<file path="src/rtl/irqc_pkg.sv">
package irqc_pkg;
  localparam int unsigned ADDR_W = 4;
  localparam logic [ADDR_W-1:0] OFS_PEND   = 4'h0;
  localparam logic [ADDR_W-1:0] OFS_ENABLE = 4'h2;
  localparam logic [ADDR_W-1:0] OFS_ROUTE  = 4'h3;
  localparam logic [ADDR_W-1:0] OFS_SENSE  = 4'h4;
  localparam logic [ADDR_W-1:0] OFS_MODE   = 4'h5;
  localparam logic [ADDR_W-1:0] OFS_GATED  = 4'h6;
endpackage

</file>
<file path="src/rtl/irqc_rst_sync.sv">
module irqc_rst_sync #(
  parameter int unsigned STAGES = 2
) (
  input  logic clk,
  input  logic rst_n,
  output logic rst_ns
);
  logic [STAGES-1:0] chain_q;

  always_ff @(posedge clk or negedge rst_n) begin
    if (!rst_n) chain_q <= '0;
    else        chain_q <= {chain_q[STAGES-2:0], 1'b1};
  end

  assign rst_ns = chain_q[STAGES-1];
endmodule

</file>
<file path="src/rtl/irqc_sync.sv">
module irqc_sync #(
  parameter int unsigned W      = 32,
  parameter int unsigned STAGES = 2
) (
  input  logic         clk,
  input  logic         rst_n,
  input  logic [W-1:0] async_in,
  output logic [W-1:0] sync_out
);
  logic [W-1:0] stage_q [STAGES];

  generate
    for (genvar s = 0; s < STAGES; s++) begin : g_stage
      if (s == 0) begin : g_first
        always_ff @(posedge clk or negedge rst_n) begin
          if (!rst_n) stage_q[s] <= '0;
          else        stage_q[s] <= async_in;
        end
      end else begin : g_rest
        always_ff @(posedge clk or negedge rst_n) begin
          if (!rst_n) stage_q[s] <= '0;
          else        stage_q[s] <= stage_q[s-1];
        end
      end
    end
  endgenerate

  assign sync_out = stage_q[STAGES-1];
endmodule

</file>
<file path="src/rtl/irqc_detect.sv">
module irqc_detect #(
  parameter int unsigned W = 32
) (
  input  logic         clk,
  input  logic         rst_n,
  input  logic [W-1:0] lvl,
  input  logic [W-1:0] sense,
  input  logic [W-1:0] mode,
  input  logic [W-1:0] clr_mask,
  output logic [W-1:0] pend
);
  logic [W-1:0] prev_q;
  logic [W-1:0] pend_q, pend_d;
  logic [W-1:0] active, rise, fall, edge_hit, hit;

  always_comb begin
    active   = ~(lvl ^ sense);
    rise     = lvl & ~prev_q;
    fall     = ~lvl & prev_q;
    edge_hit = (sense & rise) | (~sense & fall);
    hit      = (mode & edge_hit) | (~mode & active);
    // a new event outranks a clear on the same edge
    pend_d   = hit | (pend_q & ~clr_mask);
  end

  always_ff @(posedge clk or negedge rst_n) begin
    if (!rst_n) begin
      prev_q <= '0;
      pend_q <= '0;
    end else begin
      prev_q <= lvl;
      pend_q <= pend_d;
    end
  end

  assign pend = pend_q;
endmodule

</file>
<file path="src/rtl/irqc_regs.sv">
module irqc_regs
  import irqc_pkg::*;
#(
  parameter int unsigned W = 32
) (
  input  logic              clk,
  input  logic              rst_n,
  input  logic              bus_wr,
  input  logic [ADDR_W-1:0] bus_addr,
  input  logic [W-1:0]      bus_wdata,
  input  logic [W-1:0]      pend,
  output logic [W-1:0]      enable,
  output logic [W-1:0]      route,
  output logic [W-1:0]      sense,
  output logic [W-1:0]      mode,
  output logic [W-1:0]      clr_mask,
  output logic [W-1:0]      rdata
);
  logic [W-1:0] enable_q, route_q, sense_q, mode_q;
  logic         en_we, rt_we, se_we, md_we;

  always_comb begin
    en_we    = bus_wr && (bus_addr == OFS_ENABLE);
    rt_we    = bus_wr && (bus_addr == OFS_ROUTE);
    se_we    = bus_wr && (bus_addr == OFS_SENSE);
    md_we    = bus_wr && (bus_addr == OFS_MODE);
    clr_mask = (bus_wr && (bus_addr == OFS_PEND)) ? bus_wdata : '0;
  end

  always_ff @(posedge clk or negedge rst_n) begin
    if (!rst_n) begin
      enable_q <= '0;
      route_q  <= '0;
      sense_q  <= '0;
      mode_q   <= '0;
    end else begin
      if (en_we) enable_q <= bus_wdata;
      if (rt_we) route_q  <= bus_wdata;
      if (se_we) sense_q  <= bus_wdata;
      if (md_we) mode_q   <= bus_wdata;
    end
  end

  always_comb begin
    unique case (bus_addr)
      OFS_PEND:   rdata = pend;
      OFS_ENABLE: rdata = enable_q;
      OFS_ROUTE:  rdata = route_q;
      OFS_SENSE:  rdata = sense_q;
      OFS_MODE:   rdata = mode_q;
      OFS_GATED:  rdata = pend & enable_q;
      default:    rdata = '0;
    endcase
  end

  assign enable = enable_q;
  assign route  = route_q;
  assign sense  = sense_q;
  assign mode   = mode_q;
endmodule

</file>
<file path="src/rtl/irqc_top.sv">
module irqc_top
  import irqc_pkg::*;
#(
  parameter int unsigned NUM_SRC     = 32,
  parameter int unsigned SYNC_STAGES = 2
) (
  input  logic               clk,
  input  logic               rst_n,
  input  logic [NUM_SRC-1:0] irq_in,
  input  logic               bus_wr,
  input  logic [ADDR_W-1:0]  bus_addr,
  input  logic [NUM_SRC-1:0] bus_wdata,
  output logic [NUM_SRC-1:0] bus_rdata,
  output logic               irq_crit,
  output logic               irq_norm
);
  localparam int unsigned MSB = NUM_SRC - 1;

  logic               rst_ns;
  logic [NUM_SRC-1:0] raw_lvl, sync_lvl;
  logic [NUM_SRC-1:0] status, enable, crit_sel, polarity, trigger, clr_mask;
  logic [NUM_SRC-1:0] gated;
  logic               crit_d, norm_d, crit_q, norm_q;

  // source n lands on register bit MSB-n
  generate
    for (genvar n = 0; n < NUM_SRC; n++) begin : g_map
      assign raw_lvl[MSB-n] = irq_in[n];
    end
  endgenerate

  irqc_rst_sync #(.STAGES(2)) u_rst (
    .clk(clk), .rst_n(rst_n), .rst_ns(rst_ns)
  );

  irqc_sync #(.W(NUM_SRC), .STAGES(SYNC_STAGES)) u_sync (
    .clk(clk), .rst_n(rst_ns), .async_in(raw_lvl), .sync_out(sync_lvl)
  );

  irqc_detect #(.W(NUM_SRC)) u_detect (
    .clk(clk), .rst_n(rst_ns), .lvl(sync_lvl), .sense(polarity),
    .mode(trigger), .clr_mask(clr_mask), .pend(status)
  );

  irqc_regs #(.W(NUM_SRC)) u_regs (
    .clk(clk), .rst_n(rst_ns), .bus_wr(bus_wr), .bus_addr(bus_addr),
    .bus_wdata(bus_wdata), .pend(status), .enable(enable), .route(crit_sel),
    .sense(polarity), .mode(trigger), .clr_mask(clr_mask), .rdata(bus_rdata)
  );

  always_comb begin
    gated  = status & enable;
    crit_d = |(gated & crit_sel);
    norm_d = |(gated & ~crit_sel);
  end

  always_ff @(posedge clk or negedge rst_ns) begin
    if (!rst_ns) begin
      crit_q <= 1'b0;
      norm_q <= 1'b0;
    end else begin
      crit_q <= crit_d;
      norm_q <= norm_d;
    end
  end

  assign irq_crit = crit_q;
  assign irq_norm = norm_q;
endmodule

</file>
<file path="config.mk">
export PLATFORM = sky130hd
export DESIGN_NAME = irqc_top
export DESIGN_NICKNAME = d
export VERILOG_FILES = /design/src/rtl/irqc_pkg.sv /design/src/rtl/irqc_rst_sync.sv /design/src/rtl/irqc_sync.sv /design/src/rtl/irqc_detect.sv /design/src/rtl/irqc_regs.sv /design/src/rtl/irqc_top.sv
export SDC_FILE = /design/constraint.sdc
export NUM_CORES = 1
export LEC_CHECK = 0
export ABC_AREA = 1
export BUFFER_PORTS_ARGS = -buffer_cell sky130_fd_sc_hd__clkbuf_2
export CAP_MARGIN = 15
export CORE_ASPECT_RATIO = 0.75
export CORE_UTILIZATION = 30
export DETAILED_ROUTE_END_ITERATION = 16
export SYNTH_ARGS = -nofsm -noshare
export SYNTH_HDL_FRONTEND = slang
export SYNTH_SLANG_ARGS = --single-unit
</file>
<file path="constraint.sdc">
create_clock -name clk -period 7.1 [get_ports clk]
set_input_delay 0 -clock clk [delete_from_list [all_inputs] [get_ports clk]]
set_output_delay 0 -clock clk [all_outputs]
set_load 0.05 [all_outputs]
</file>
### After elaboration in Yosys (flattened, before gate mapping)

Cells that the tools add are included.

* flip-flop bits (word level): 260
* output and inout port bits: 34

* mux-type cells: 2
* bitwise gates (word level): 21
* reduce and logical (&&, ||, !) cells: 8
* equality and inequality tests: 5

Operators by type and width (number)
* $and 32x32->32: 10
* $not 32->32: 7
* $pmux 32 s6: 1
* $or 32x32->32: 3
* $reduce_or 32->1: 2
* $mux 32: 1
* $xor 32x32->32: 1
* $eq 4x3->1 const B: 3
* $eq 4x2->1 const B: 2
* $logic_and 1x1->1: 5
* $logic_not 4->1: 1

### Longest topological paths before layout

* word-level depth: 7
* depth in mapped cells: 8

### Modules after synthesis

From an unflattened synthesis, not the netlist that was laid out.

* cell total of the unflattened synthesis: 1588
* area total of the unflattened synthesis: 12529.5 µm²

Modules (own cells, without submodules)
* irqc_regs: sequential area each 3203.1 µm², cells an instance 989, times used 1, area each 6980.4 µm²
* irqc_detect: sequential area each 1601.5 µm², cells an instance 352, times used 1, area each 2922.8 µm²
* irqc_sync: sequential area each 1601.5 µm², cells an instance 96, times used 1, area each 1841.8 µm²
* irqc_top: sequential area each 50.0 µm², cells an instance 148, times used 1, area each 730.7 µm²
* irqc_rst_sync: sequential area each 50.0 µm², cells an instance 3, times used 1, area each 53.8 µm²

### Least setup slack after synthesis

OpenSTA, ideal clock, no wires.

* kind: input-to-output
* from: input bus_addr[3]
* to: output bus_rdata[1]
* buffers on the path: 2
* arrival time: 1.214 ns
* cell stages on the path: 7
* setup slack: 5.886 ns
* cells stage by stage: nor2_1 > buf_2 > nand3_1 > clkbuf_1 > o21ai_0 > nor2_1 > nand3_1

* longest elaborated chain between the ends: 2
* elaborated cells on any way between the ends: 7
* those cells by class: eq/ne: 5; mux: 1; reduce/logical: 1

RTL lines
* start: declaration: line irqc_top.sv:11 `input logic [ADDR_W-1:0] bus_addr,`
* $eq 4x3->1 (tied with other cells): line irqc_regs.sv:45 `unique case (bus_addr)`
* $pmux 32 s6 (*): line irqc_regs.sv:45
* end: declaration: line irqc_top.sv:13 `output logic [NUM_SRC-1:0] bus_rdata,`

Mark *: on every way between the ends. The rest lies on a longest branch, timed or not.

### Final worst setup path

* from: input bus_addr[2]
* to: register u_regs.mode_q[29] (netlist: u_regs.mode[29])

* longest elaborated chain between the ends: 2

RTL lines
* $eq 4x3->1: line irqc_regs.sv:26 `md_we = bus_wr && (bus_addr == OFS_MODE);`
* $logic_and 1x1->1: line irqc_regs.sv:26
* end signal: assignment: line irqc_regs.sv:40 `if (md_we) mode_q <= bus_wdata;`
* end: declaration: line irqc_regs.sv:19 `logic [W-1:0] enable_q, route_q, sense_q, mode_q;`

Every way passes these cells.
A chain may end at the register's enable or synchronous reset.

==> results.md <==
- Ys async rst share: 1.00
- Peak supply drop: 0.188 mV
- CTS tree: done
- Post-layout min period: 3.29 ns
- Sequential Area: 6510 µm²
- Clk pin slew, worst setup/hold paths: 0.06 ns
- DR WL/cell: 16.4 µm
- CTS max path bufs: 3
- Mean Syn Cell Area: 8.45 µm²
- Layout cell share with drive strength beyond 1: 0.117
- Area Growth Syn to Fin: 23.3%
- Resized Gates After CTS: 0
- CP Max Fanout: 65
- Crit path required time: 7.51 ns
- Global-route wire length before repair: 52600 µm
- Post-route ant nets: 0
- Worst r2r path cells: 1
- Worst EP arrival: 3.70 ns
- FMAX: 304 MHz
- Syn Nets: 1409
- Max-slew violation count: 0
- CTS buffer count: 28
- Power per cell area: 281 nW/µm²
- Global Route Usage Sum: 0.173
- H-tree depth: 1
- Tcrit/Tclk final: 0.464
- Final Skew: 0.0193 ns
- Post-CTS Setup Inserts: 0
- Mapped cell area: 11300 µm²
- Row cnt: 61
- Setup TNS: 0 ns
- Die span in y: 170 µm
- Core ar.: 37100 µm²
- Final wirelength: 33100 µm
- Outcome: completed
- Latest clock arrival within the worst-skew pair: 0.56 ns
- Least-Margin Pin Slew: 0.985 ns
- Setup WS post-layout: 3.81 ns
- Initial core utilization: 0.305
- Crit. End Element: flop
- Via count of the first global-routing pass: 9466
- Commonest cells after routing, fill and taps aside: nand2_1, dfrtp_1, nand3_1
- Hold Crit Depth: 2
- DRT iter0 DRCs: 916
- Antenna diodes: 0
- Drt first pass iters: 5
- Vias per inst: 4.91
- DPL Wire Length: 20600 µm
- CP Launch Type: input port
- Gate Count Post-Synth: 1338
- Final Hold Viols: 0
- Layout fillers: 3804
- Multi-input logic area: 4270 µm²
- Clock tree sinks: 260
- Clock root buffer: clkbuf_16
- RSZ-0062 raised after global routing: false
- Hold buffer count at CTS: 69
- Synth warn: 0
- Yosys cell types: 20
- Nets@finish: 1561
- Post-synth EDFFs: 0
- Worst Setup Path Type: input port to flop
- Sequential area share after synthesis: 0.576
- Initial antenna violation count: 1
- Via count: 9883
- Placer Congestion: 0.801
- Seq cells post-synth: 260
- Chip Width: 226 µm
- DRC Markers: 0
- Setup WS pre-CTS: 3.92 ns
- Setup-failing EPs final: 0
- Largest net degree at the start of global routing: 164
- Max-cap violations: 0
- Commonest non-fill, non-tap cell in the layout: nand2_1
- Top_reg_cell synth: dfrtp_1
- Total grt overflow: 0
- Port Buffers: 104
- Min-delay worst type: input port to flop
- Slew margin rel.: 0.343
- Die area: 38500 µm²
- Leak pwr: 6.44 nW
- IO Pins: 105
final timing paths:
| check | endpoint | slack, ns | startpoint |
|---|---|---|---|
| setup reg to reg | u_regs.enable[29] | 5.41 | u_rst.chain_q[1] |
| hold reg to reg | u_sync.stage_q[44] | 0.34 | u_rst.chain_q[1] |
| setup / recovery | u_regs.mode[29] | 3.81 | bus_addr[2] |
| min in group asynchronous | u_rst.chain_q[1] | 0.30 | rst_n |
| max in group asynchronous | u_regs.enable[29] | 5.41 | u_rst.chain_q[1] |
| hold / removal | u_sync.stage_q[40] | 0.09 | irq_in[23] |
critical path, stage by stage:
cell,delay [ns]
dlygate4sd3_1,0.55
clkbuf_2,0.17
inv_2,0.06
nor2_4,0.07
buf_4,0.64
nand2_1,0.54
buf_4,0.40
nor2_4,0.60
buf_4,0.48
o21ai_0,0.14
layout make-up:
cell class                      count  area share
Clock buffer                       42      0.0591
Clock inverter                      7     0.00691
Inverter                           70      0.0189
Multi-Input combinational cell    941       0.306
Sequential cell                   260       0.467
Tap cell                          504      0.0453
Timing Repair Buffer              189      0.0964
flip-flops by register name, indices dropped and copies added (netlist names):
| register | count |
|---|---|
| u_regs.route | 32 |
| u_sync.stage_q | 32 |
| u_detect.pend | 32 |
| u_regs.sense | 32 |
| u_rst.chain_q | 2 |
| u_sync.sync_out | 32 |
| u_regs.enable | 32 |
| u_regs.mode | 32 |
| u_detect.prev_q | 32 |
| irq_norm | 1 |
| irq_crit | 1 |
power breakdown:
part           internal [mW]  switching, mW  leakage [nW]  total [mW]
sequential              1.68          0.161          2.98        1.84
clock                  0.867          0.592         0.454        1.46
combinational          0.202          0.420          3.01       0.622
Yosys cell counts, types with 13 or more instances:
master,instances,area share
clkbuf_1,40,0.013
nand3_1,250,0.11
nor2_1,119,0.040
o21ai_1,13,0.0058
dfrtp_1,260,0.58
o21ai_0,184,0.081
a21oi_1,31,0.014
buf_2,21,0.0093
inv_1,67,0.022
nand4_1,31,0.017
nand2_1,304,0.10
metal layers:
metal / up-vias / GRT usage / part of all wire
li1: 4773 / - / -
met1: 4749 / 0.252 / 0.47
met2: 309 / 0.265 / 0.44
met4: 2 / 0.0423 / 0.022
met5: - / 0 / 0.00039
met3: 50 / 0.0278 / 0.063
cell families (layout without fill, tap and decap cells):
family / count (synthesis) / count (layout) / share of synthesized area
other: 1 / 1 / 0.000332
flip-flops: 260 / 260 / 0.576
AO/OA/AOI/OAI: 229 / 229 / 0.102
AND/OR/NAND/NOR: 711 / 711 / 0.274
buffers and inverters: 137 / 308 / 0.0488
per-stage QoR:
stage	std cells	power, mW	area, µm²	util	hold slack [ns]
final	2013	3.92	13900	0.376	0.0868
after global routing	2013	4.13	13900	0.376	0.0698
after floorplan	1338	2.23	11300	-	-0.296
after global placement	1895	2.43	12300	0.332	-0.204
after CTS	2013	3.96	13900	0.376	0.0641
after detailed placement	1895	2.45	12300	0.332	-0.202
(Power assumes the default switching activity.)
